<file path="config.mk">
export PLATFORM = sky130hd
export DESIGN_NAME = nor_cmd_decoder
export DESIGN_NICKNAME = d
export VERILOG_FILES = /design/src/rtl/nor_cmd_pkg.sv /design/src/rtl/nor_cmd_key_match.sv /design/src/rtl/nor_cmd_seq.sv /design/src/rtl/nor_cmd_mode_state.sv /design/src/rtl/nor_cmd_decoder.sv
export SDC_FILE = /design/constraint.sdc
export NUM_CORES = 1
export LEC_CHECK = 0
export BUFFER_PORTS_ARGS = -buffer_cell sky130_fd_sc_hd__buf_2
export CORE_MARGIN = 1.5
export CORE_UTILIZATION = 52
export CTS_BUF_LIST = sky130_fd_sc_hd__clkbuf_16
export DETAILED_ROUTE_END_ITERATION = 10
export GPL_TIMING_DRIVEN = 0
export PLACE_DENSITY_LB_ADDON = 0.05
export SYNTH_ARGS = -nofsm -noshare
export SYNTH_HDL_FRONTEND = slang
export SYNTH_SLANG_ARGS = --single-unit
</file>
<file path="constraint.sdc">
create_clock -name clk -period 3.3 [get_ports clk]
set_input_delay 0.33 -clock clk [delete_from_list [all_inputs] [get_ports clk]]
set_output_delay 0.33 -clock clk [all_outputs]
set_load 0.02 [all_outputs]
</file>
<file path="src/rtl/nor_cmd_pkg.sv">
package nor_cmd_pkg;

   typedef enum logic [1:0] {
      RM_ARRAY   = 2'b00,
      RM_CFI     = 2'b01,
      RM_AUTOSEL = 2'b10
   } rd_mode_e;

   typedef enum logic [2:0] {
      SQ_IDLE,
      SQ_UNL1,
      SQ_UNL2,
      SQ_ESET,
      SQ_EUNL1,
      SQ_EUNL2,
      SQ_PDATA,
      SQ_BYPX
   } seq_st_e;

   localparam logic [7:0] CMD_UNLK_A    = 8'hAA;
   localparam logic [7:0] CMD_UNLK_B    = 8'h55;
   localparam logic [7:0] CMD_ERASE_SET = 8'h80;
   localparam logic [7:0] CMD_PROG_SET  = 8'hA0;
   localparam logic [7:0] CMD_SECT      = 8'h30;
   localparam logic [7:0] CMD_CHIP      = 8'h10;
   localparam logic [7:0] CMD_CFI       = 8'h98;
   localparam logic [7:0] CMD_AUTOSEL   = 8'h90;
   localparam logic [7:0] CMD_BYP_ON    = 8'h20;
   localparam logic [7:0] CMD_BYP_OFF   = 8'h00;
   localparam logic [7:0] CMD_BUF       = 8'h25;
   localparam logic [7:0] CMD_SUSP      = 8'hB0;
   localparam logic [7:0] CMD_RESUME    = 8'h30;
   localparam logic [7:0] CMD_RESET     = 8'hF0;

   localparam logic [10:0] KEY_555 = 11'h555;
   localparam logic [10:0] KEY_2AA = 11'h2AA;
   localparam logic [10:0] KEY_055 = 11'h055;

   typedef struct packed {
      logic sect;
      logic chip;
      logic prog;
      logic bufp;
      logic susp;
      logic resm;
   } start_t;

   typedef struct packed {
      logic to_cfi;
      logic to_autosel;
      logic to_array;
      logic byp_on;
      logic byp_off;
   } mode_ev_t;

endpackage

</file>
<file path="src/rtl/nor_cmd_key_match.sv">
module nor_cmd_key_match
   import nor_cmd_pkg::*;
#(
   parameter int KEY_W = 11
) (
   input  logic [KEY_W-1:0] key_addr,
   input  logic             hi_clear,
   output logic             hit_555,
   output logic             hit_2aa,
   output logic             hit_055
);

   localparam logic [KEY_W-1:0] K555 = KEY_W'(KEY_555);
   localparam logic [KEY_W-1:0] K2AA = KEY_W'(KEY_2AA);
   localparam logic [KEY_W-1:0] K055 = KEY_W'(KEY_055);

   always_comb begin
      hit_555 = hi_clear && (key_addr == K555);
      hit_2aa = hi_clear && (key_addr == K2AA);
      hit_055 = hi_clear && (key_addr == K055);
   end

endmodule

</file>
<file path="src/rtl/nor_cmd_seq.sv">
module nor_cmd_seq
   import nor_cmd_pkg::*;
#(
   parameter int ADDR_W = 20,
   parameter int DATA_W = 16
) (
   input  logic              clk,
   input  logic              rst_n,
   input  logic              wr_stb,
   input  logic [ADDR_W-1:0] wr_addr,
   input  logic [DATA_W-1:0] wr_data,
   input  logic              hit_555,
   input  logic              hit_2aa,
   input  logic              hit_055,
   input  rd_mode_e          rd_mode,
   input  logic              bypass,
   input  logic              susp,
   input  logic              prog_busy,
   input  logic              erase_busy,
   output start_t            start_d,
   output start_t            start_q,
   output mode_ev_t          ev,
   output logic [ADDR_W-1:0] op_addr_q,
   output logic [DATA_W-1:0] op_data_q
);

   seq_st_e    st_q;
   seq_st_e    st_d;
   logic [7:0] cmd;
   logic       load_op;

   assign cmd = wr_data[7:0];

   always_comb begin
      st_d    = st_q;
      start_d = '0;
      ev      = '0;
      if (wr_stb) begin
         st_d = SQ_IDLE;
         if (st_q == SQ_PDATA) begin
            start_d.prog = 1'b1;
         end else if (cmd == CMD_RESET) begin
            ev.to_array = 1'b1;
         end else if (rd_mode != RM_ARRAY) begin
            if (rd_mode == RM_AUTOSEL && cmd == CMD_CFI && hit_055 && !prog_busy)
               ev.to_cfi = 1'b1;
         end else begin
            case (st_q)
               SQ_IDLE: begin
                  if (cmd == CMD_UNLK_A && hit_555)
                     st_d = SQ_UNL1;
                  else if (cmd == CMD_CFI && hit_055 && !prog_busy)
                     ev.to_cfi = 1'b1;
                  else if (cmd == CMD_SUSP && erase_busy && !susp)
                     start_d.susp = 1'b1;
                  else if (cmd == CMD_RESUME && susp)
                     start_d.resm = 1'b1;
                  else if (cmd == CMD_PROG_SET && bypass)
                     st_d = SQ_PDATA;
                  else if (cmd == CMD_AUTOSEL && bypass)
                     st_d = SQ_BYPX;
               end
               SQ_UNL1: begin
                  if (cmd == CMD_UNLK_B && hit_2aa)
                     st_d = SQ_UNL2;
               end
               SQ_UNL2: begin
                  if (cmd == CMD_BUF)
                     start_d.bufp = 1'b1;
                  else if (hit_555) begin
                     if (cmd == CMD_ERASE_SET)
                        st_d = SQ_ESET;
                     else if (cmd == CMD_PROG_SET)
                        st_d = SQ_PDATA;
                     else if (cmd == CMD_AUTOSEL && !prog_busy)
                        ev.to_autosel = 1'b1;
                     else if (cmd == CMD_BYP_ON)
                        ev.byp_on = 1'b1;
                  end
               end
               SQ_ESET: begin
                  if (cmd == CMD_UNLK_A && hit_555)
                     st_d = SQ_EUNL1;
               end
               SQ_EUNL1: begin
                  if (cmd == CMD_UNLK_B && hit_2aa)
                     st_d = SQ_EUNL2;
               end
               SQ_EUNL2: begin
                  if (cmd == CMD_SECT && !susp)
                     start_d.sect = 1'b1;
                  else if (cmd == CMD_CHIP && hit_555 && !susp)
                     start_d.chip = 1'b1;
               end
               SQ_BYPX: begin
                  if (cmd == CMD_BYP_OFF)
                     ev.byp_off = 1'b1;
               end
               default: st_d = SQ_IDLE;
            endcase
         end
      end
   end

   assign load_op = start_d.prog | start_d.sect | start_d.chip | start_d.bufp;

   always_ff @(posedge clk or negedge rst_n) begin
      if (!rst_n) begin
         st_q      <= SQ_IDLE;
         start_q   <= '0;
         op_addr_q <= '0;
         op_data_q <= '0;
      end else begin
         st_q    <= st_d;
         start_q <= start_d;
         if (load_op) begin
            op_addr_q <= wr_addr;
            op_data_q <= wr_data;
         end
      end
   end

endmodule

</file>
<file path="src/rtl/nor_cmd_mode_state.sv">
module nor_cmd_mode_state
   import nor_cmd_pkg::*;
(
   input  logic     clk,
   input  logic     rst_n,
   input  mode_ev_t ev,
   input  logic     susp_set,
   input  logic     susp_clr,
   output rd_mode_e rd_mode_q,
   output logic     bypass_q,
   output logic     susp_q
);

   always_ff @(posedge clk or negedge rst_n) begin
      if (!rst_n) begin
         rd_mode_q <= RM_ARRAY;
         bypass_q  <= 1'b0;
         susp_q    <= 1'b0;
      end else begin
         if (ev.to_array)
            rd_mode_q <= RM_ARRAY;
         else if (ev.to_cfi)
            rd_mode_q <= RM_CFI;
         else if (ev.to_autosel)
            rd_mode_q <= RM_AUTOSEL;

         if (ev.byp_on)
            bypass_q <= 1'b1;
         else if (ev.byp_off)
            bypass_q <= 1'b0;

         if (susp_set)
            susp_q <= 1'b1;
         else if (susp_clr)
            susp_q <= 1'b0;
      end
   end

endmodule

</file>
<file path="src/rtl/nor_cmd_decoder.sv">
module nor_cmd_decoder
   import nor_cmd_pkg::*;
#(
   parameter int ADDR_W     = 20,
   parameter int DATA_W     = 16,
   parameter int KEY_W      = 11,
   parameter bit STRICT_KEY = 1'b0
) (
   input  logic              clk,
   input  logic              rst_n,
   input  logic              wr_stb,
   input  logic [ADDR_W-1:0] wr_addr,
   input  logic [DATA_W-1:0] wr_data,
   input  logic              prog_busy,
   input  logic              erase_busy,
   output logic              start_sector_erase,
   output logic              start_chip_erase,
   output logic              start_program,
   output logic              start_buf_program,
   output logic              start_suspend,
   output logic              start_resume,
   output logic [ADDR_W-1:0] op_addr,
   output logic [DATA_W-1:0] op_data,
   output logic [1:0]        rd_mode,
   output logic              bypass_active,
   output logic              erase_suspended
);

   localparam int HI_W = ADDR_W - KEY_W;

   if (DATA_W < 8) begin : g_bad_data_w
      $error("nor_cmd_decoder: DATA_W must be at least 8");
   end
   if (KEY_W < 11) begin : g_bad_key_w
      $error("nor_cmd_decoder: KEY_W must be at least 11");
   end
   if (HI_W < 1) begin : g_bad_addr_w
      $error("nor_cmd_decoder: ADDR_W must exceed KEY_W");
   end

   logic     hi_clear;
   logic     hit_555;
   logic     hit_2aa;
   logic     hit_055;
   start_t   start_d;
   start_t   start_q;
   mode_ev_t ev;
   rd_mode_e mode_q;
   logic     bypass_q;
   logic     susp_q;

   if (STRICT_KEY) begin : g_strict_key
      assign hi_clear = (wr_addr[ADDR_W-1:KEY_W] == '0);
   end else begin : g_loose_key
      assign hi_clear = 1'b1;
   end

   nor_cmd_key_match #(.KEY_W(KEY_W)) u_match (
      .key_addr (wr_addr[KEY_W-1:0]),
      .hi_clear (hi_clear),
      .hit_555  (hit_555),
      .hit_2aa  (hit_2aa),
      .hit_055  (hit_055)
   );

   nor_cmd_seq #(.ADDR_W(ADDR_W), .DATA_W(DATA_W)) u_seq (
      .clk        (clk),
      .rst_n      (rst_n),
      .wr_stb     (wr_stb),
      .wr_addr    (wr_addr),
      .wr_data    (wr_data),
      .hit_555    (hit_555),
      .hit_2aa    (hit_2aa),
      .hit_055    (hit_055),
      .rd_mode    (mode_q),
      .bypass     (bypass_q),
      .susp       (susp_q),
      .prog_busy  (prog_busy),
      .erase_busy (erase_busy),
      .start_d    (start_d),
      .start_q    (start_q),
      .ev         (ev),
      .op_addr_q  (op_addr),
      .op_data_q  (op_data)
   );

   nor_cmd_mode_state u_state (
      .clk       (clk),
      .rst_n     (rst_n),
      .ev        (ev),
      .susp_set  (start_d.susp),
      .susp_clr  (start_d.resm),
      .rd_mode_q (mode_q),
      .bypass_q  (bypass_q),
      .susp_q    (susp_q)
   );

   assign start_sector_erase = start_q.sect;
   assign start_chip_erase   = start_q.chip;
   assign start_program      = start_q.prog;
   assign start_buf_program  = start_q.bufp;
   assign start_suspend      = start_q.susp;
   assign start_resume       = start_q.resm;
   assign rd_mode            = mode_q;
   assign bypass_active      = bypass_q;
   assign erase_suspended    = susp_q;

endmodule

</file>
* After elaboration in Yosys (flattened, before gate mapping) *
Cells that the tools add are included.
Widths: inputs -> output; s select.

word-level totals
  output and inout port bits = 46
  register bits after elaboration = 49
  input port bits = 41
  bits in read-only memories = 0
  RAM bits = 0
  logic and storage cells = 133
  latch bits = 0
  memories kept = 0

cells by class
  multipliers = 0
  divide/modulo/power cells = 0
  bitwise operators = 3
  muxes and demuxes = 71
  reduce and logical (&&, ||, !) cells = 24
  $add $sub $neg = 0
  magnitude comparators = 0
  shift-type cells = 0
  equal/unequal tests = 23

operators by type and width
  kind                  number
  $eq 8x8->1 const B    7
  $mux 3                18
  $mux 1                35
  $mux 2                14
  $eq 8x6->1 const B    3
  $logic_and 1x1->1     16
  $pmux 3 s5            1
  $eq 3x3->1 const B    4
  $eq 11x10->1 const B  1
  $eq 11x11->1 const B  1
  $eq 11x7->1 const B   1
  $mux 5                2
  $eq 8x5->1 const B    1
  $eq 8x7->1 const B    1
  $logic_not 8->1       1
  $eq 3x2->1 const B    2
  $mux 6                1
  $reduce_bool 2->1     3
  $eq 3x1->1 const B    1
  $logic_not 3->1       1
  $or 1x1->1            3
  $reduce_bool 3->1     1
  $eq 2x2->1 const B    1
  $logic_not 1->1       2

* Depth between registers and ports, before layout *
  depth in word-level cells = 15
  gate-level depth with buffers = 7
  depth with buffers taken out = 5

* Hierarchy *
Synthesis repeated with hierarchy kept, for this count alone.

second synthesis, totals
  cell total of the unflattened synthesis = 191
  area, all modules = 2,474.9 sq um

by module, submodules not included
  module              cells an instance  seq. area each (sq um)  area each (sq um)  instances
  nor_cmd_seq         167                1,126.1                 2,225.9            1
  nor_cmd_mode_state  13                 100.1                   150.1              1
  nor_cmd_key_match   10                 0.0                     95.1               1
  nor_cmd_decoder     1                  0.0                     3.8                1

* Worst setup path after synthesis *
No wires, ideal clock.

  path type = input-to-reg
  from = in wr_data[1]
  to = reg u_seq.op_addr_q[0]
  stages on the path = 6
  arrival time = 2.219 ns
  setup time = 0.125 ns
  path slack = 0.957 ns
  buffers on the path = 1
  data required time = 3.175 ns
  cells stage by stage = or4_4 -> o211ai_4 -> nor4_2 -> a311oi_4 -> buf_6 -> mux2_2

RTL lines
  item                  line                   source
  from (decl)           nor_cmd_decoder.sv:13  input logic [DATA_W-1:0] wr_data,
  to (signal assigned)  nor_cmd_seq.sv:117     op_addr_q <= wr_addr;
  to (decl)             nor_cmd_seq.sv:23      output logic [ADDR_W-1:0] op_addr_q,

==> metrics.md <==
| Metric | Value |
|---|---|
| Outcome | `finished clean` |
| Synthesis Warnings | `0` |
| Sw Ratio | `between 20% and 30%` |
| CP Launch Type | `input port` |
| Final instance area | `0.00295 sq mm` |
| Routed wire length | `between 5000 and 6000 microns` |
| Layout cells sized above 1 | `between 50% and 60%` |
| CTS Buf Count | `5` |
| Post-DP Area | `approximately 0.0028 sq mm` |
| CTS root buffer | `clkbuf_16` |
| Psw | `slightly above 0.3 mW` |
| Final setup TNS | `0 ps` |
| DRT Pass-1 Iters | `4` |
| Via count | `1872` |
| Die Area | `0.00487 sq mm` |
| Final Hold Vio Count | `0` |
| Post-route DRC | `0` |
| Clock skew | `around 3.5 ps` |
| Worst-path cell chain | `buf_2 -> or4_4 -> o211ai_4 -> nor4_2 -> a311oi_4 -> buf_6 -> mux2_2` |
| Clk slew on worst S/H paths | `~60 ps` |
| # setup viols final | `0` |
| Die Y | `between 60 and 70 microns` |
| Vias per inst | `approximately 5.7` |
| Final worst path period need | `2450 ps` |
| Core area | `roughly 0.0043 sq mm` |
| First-pass GRT wire length | `roughly 8400 microns` |
| Seq pwr share | `about half` |
| Post-route ant nets | `0` |
| Ports | `just under 90` |
| CTS tree | `built` |
| Power per cell area | `approximately 430 mW/mm^2` |
| Worst path slowest cell | `a311oi_4` |
| Iteration-0 DRC Markers | `141` |
| Worst EP required | `~3500 ps` |
| Vias in the first global route | `around 1800` |
| Crit path DAT | `2620 ps` |
| CP endpoint kind | `flip-flop` |
| Die X | `about 70 microns` |
| Grt ovf | `0` |
| Drt wl/cell | `15.5 microns` |
| Filler cells | `between 300 and 400` |
| FFs w/ async S/R, synth | `100%` |
| Critical path class | `input port to flip-flop` |
| Leakage | `between 1.5 and 2 nW` |
| Power share of the clock group | `~39%` |
| Peak per-stage delay on the critical path | `around 600 ps` |
| PortBufs | `85` |
| ANT cells | `0` |
| Starting density of the core | `53.6%` |
| H-tree levels | `2` |
| Ys flop type | `dfrtp_1` |
| Crit-path max FO | `10` |
| Max Cap Viol | `0` |
| Mapped Cells | `between 150 and 200` |
| GPL Wtd Cong | `just over 0.9` |
| EDFF count, synth | `0` |
| Slew Viols, Final | `0` |
| Gate power share | `a little under an eighth` |
| Period utilization | `~74%` |
| FF/Latch Area | `0.00123 sq mm` |
| Initial antenna violation count | `0` |
| GRT Resource Usage Total | `a little over a fifth` |
| Site row count | `24` |
| RSZ-0062 raised after global routing | `false` |
| Max Root-Sink Buffers | `2` |
| Yosys reg bits | `a little under 50` |
| Fmax achieved | `around 410 MHz` |
| Resized cells post-CTS | `0` |
| R2r startpoint | `u_seq.st_q[0]` |
| Cell internal pwr | `0.963 mW` |
| HP Class | `input port to asynchronous set/reset pin` |
| Average size of a mapped cell | `12.5 sq um` |
| Relative slew margins | `a little under a third` |
| Post-CTS setup buffers | `0` |
| Synth cell types | `40` |
| CP startpoint | `wr_data[1]` |
| Post-DP HPWL | `3850 microns` |
| Area occupied by multi-input gates | `between 0.001 and 0.0015 sq mm` |
| Post-synthesis sequential area ratio | `between 50% and 60%` |
| VDD IR max | `between 0.0002 and 0.0003 V` |
| CTS sink count | `~50` |
| Area Overhead vs Synth | `27.3%` |
| Worst-margin pin slew | `1050 ps` |
| Syn nets | `approximately 230` |
| Post-CTS Hold Fix Bufs | `0` |
| Mapped cell area | `around 0.0023 sq mm` |
| Final nets | `between 300 and 400` |
| Critical path buffers and inverters | `2` |
| Worst-Skew Late Latency | `280 ps` |
| Delay-heaviest family, CP | `compound AO/OA/AOI/OAI gates` |
| Largest net degree at the start of global routing | `50` |
[power groups by stage]
stage / Sequential (mW) / Combinational (mW) / Clock [mW]
4_1_cts: 0.635 / 0.148 / 0.504
6_report: 0.635 / 0.146 / 0.491
5_1_grt: 0.638 / 0.160 / 0.525
3_3_place_gp: 0.645 / 0.147 / 0
2_1_floorplan: 0.676 / 0.0410 / 0
3_5_place_dp: 0.646 / 0.148 / 0
[cell type report]
| cell class | count | area share, % |
|---|---|---|
| buffer | 6 | 2.04 |
| clock buffer | 5 | 4.24 |
| clock inverter | 3 | 0.594 |
| inverter | 4 | 0.509 |
| multi-input combinational | 126 | 34.4 |
| sequential | 49 | 41.6 |
| tap | 52 | 2.21 |
| timing repair buffer | 85 | 14.4 |
[worst paths after layout]
kind | endpoint | slack (ps) | depth (start not counted)
setup / recovery | u_seq.op_addr_q[4] | 850 | 7
hold / removal | u_seq.op_addr_q[16] | 230 | 1
setup reg to reg | u_seq.op_addr_q[4] | 900 | 6
hold reg to reg | u_seq.op_addr_q[13] | 500 | 1
max in group asynchronous | u_seq.op_data_q[2] | 2420 | 1
min in group clk | u_seq.op_data_q[8] | 270 | 2
[cell families (layout without fill, tap and decap cells)]
family,Yosys count,after routing,synth area share (%)
compound gates,24,24,8.42
buf+inv,10,103,3.24
flops,49,49,52.9
mux,36,36,17.5
simple gates,66,66,17.9
[metal layers]
| metal | up-vias | global-route usage, % | part of all wire (%) |
|---|---|---|---|
| li1 | 891 | - | - |
| met1 | 883 | 28.9 | 43 |
| met2 | 94 | 35.7 | 47 |
| met3 | 4 | 6.54 | 8.6 |
| met4 | 0 | 5.34 | 0.76 |
| met5 | - | 0 | 0 |
[synth_stat cells, types with 2 or more instances]
cell type  count  area, sq um
nor4bb_1       2         20.0
buf_6          5         56.3
nand3b_1       2         15.0
nand4_1        6         37.5
a22oi_1        2         15.0
nor2b_1        4         25.0
inv_1          4         15.0
nand3_1        2         10.0
nor3_1         4         20.0
mux2_2        36          405
dfrtp_1       49         1230
and4b_1        2         20.0
nor3b_1        3         22.5
a31oi_1        2         12.5
or3_1          4         25.0
a21oi_1        5         25.0
or4b_2         2         20.0
o21ai_0        5         25.0
nand2b_1       4         25.0
nor2_1        10         37.5
or4_1          3         22.5
nor4_1         6         37.5
nand2_1        6         22.5
[placed cells by master, fill, tap and decap left out, types with 3 or more instances in the layout]
| master | Yosys | final |
|---|---|---|
| nand4_1 | 6 | 6 |
| nor3_1 | 4 | 4 |
| nor2_1 | 10 | 10 |
| buf_6 | 5 | 5 |
| or4_1 | 3 | 3 |
| mux2_2 | 36 | 36 |
| a21oi_1 | 5 | 5 |
| o21ai_0 | 5 | 5 |
| inv_1 | 4 | 5 |
| nand2_1 | 6 | 6 |
| nor4_1 | 6 | 6 |
| or3_1 | 4 | 4 |
| nor3b_1 | 3 | 3 |
| nor2b_1 | 4 | 4 |
| buf_2 | 0 | 85 |
| dfrtp_1 | 49 | 49 |
| nand2b_1 | 4 | 4 |
| clkbuf_16 | 0 | 5 |
[worst reg2reg max path, stage by stage (launching register included)]
cell and delay (ps):
dfrtp_1 470, nand3b_1 330, o211ai_4 190, nor4_2 110, a311oi_4 600, buf_6 240, mux2_2 350
[state kept, by name, indices dropped and copies added, names as in the netlist]
name               flops
u_seq.op_addr_q       20
u_seq.op_data_q       16
u_seq.st_q             3
u_seq.start_q          6
u_state.bypass_q       1
u_state.rd_mode_q      2
u_state.susp_q         1
[per-stage QoR]
stage | cells | power (mW) | hold WS (ps) | setup WS, ps | util, %
CTS | 330 | 1.29 | 270 | 806 | 68.2
floorplan | 185 | 0.717 | 34.4 | 957 | -
global placement | 322 | 0.792 | 482 | 558 | 64.9
global route | 330 | 1.32 | 268 | 659 | 68.2
detailed placement | 322 | 0.794 | 488 | 509 | 64.9
finish | 330 | 1.27 | 234 | 846 | 68.2
Power figures use the tool's default switching activity.
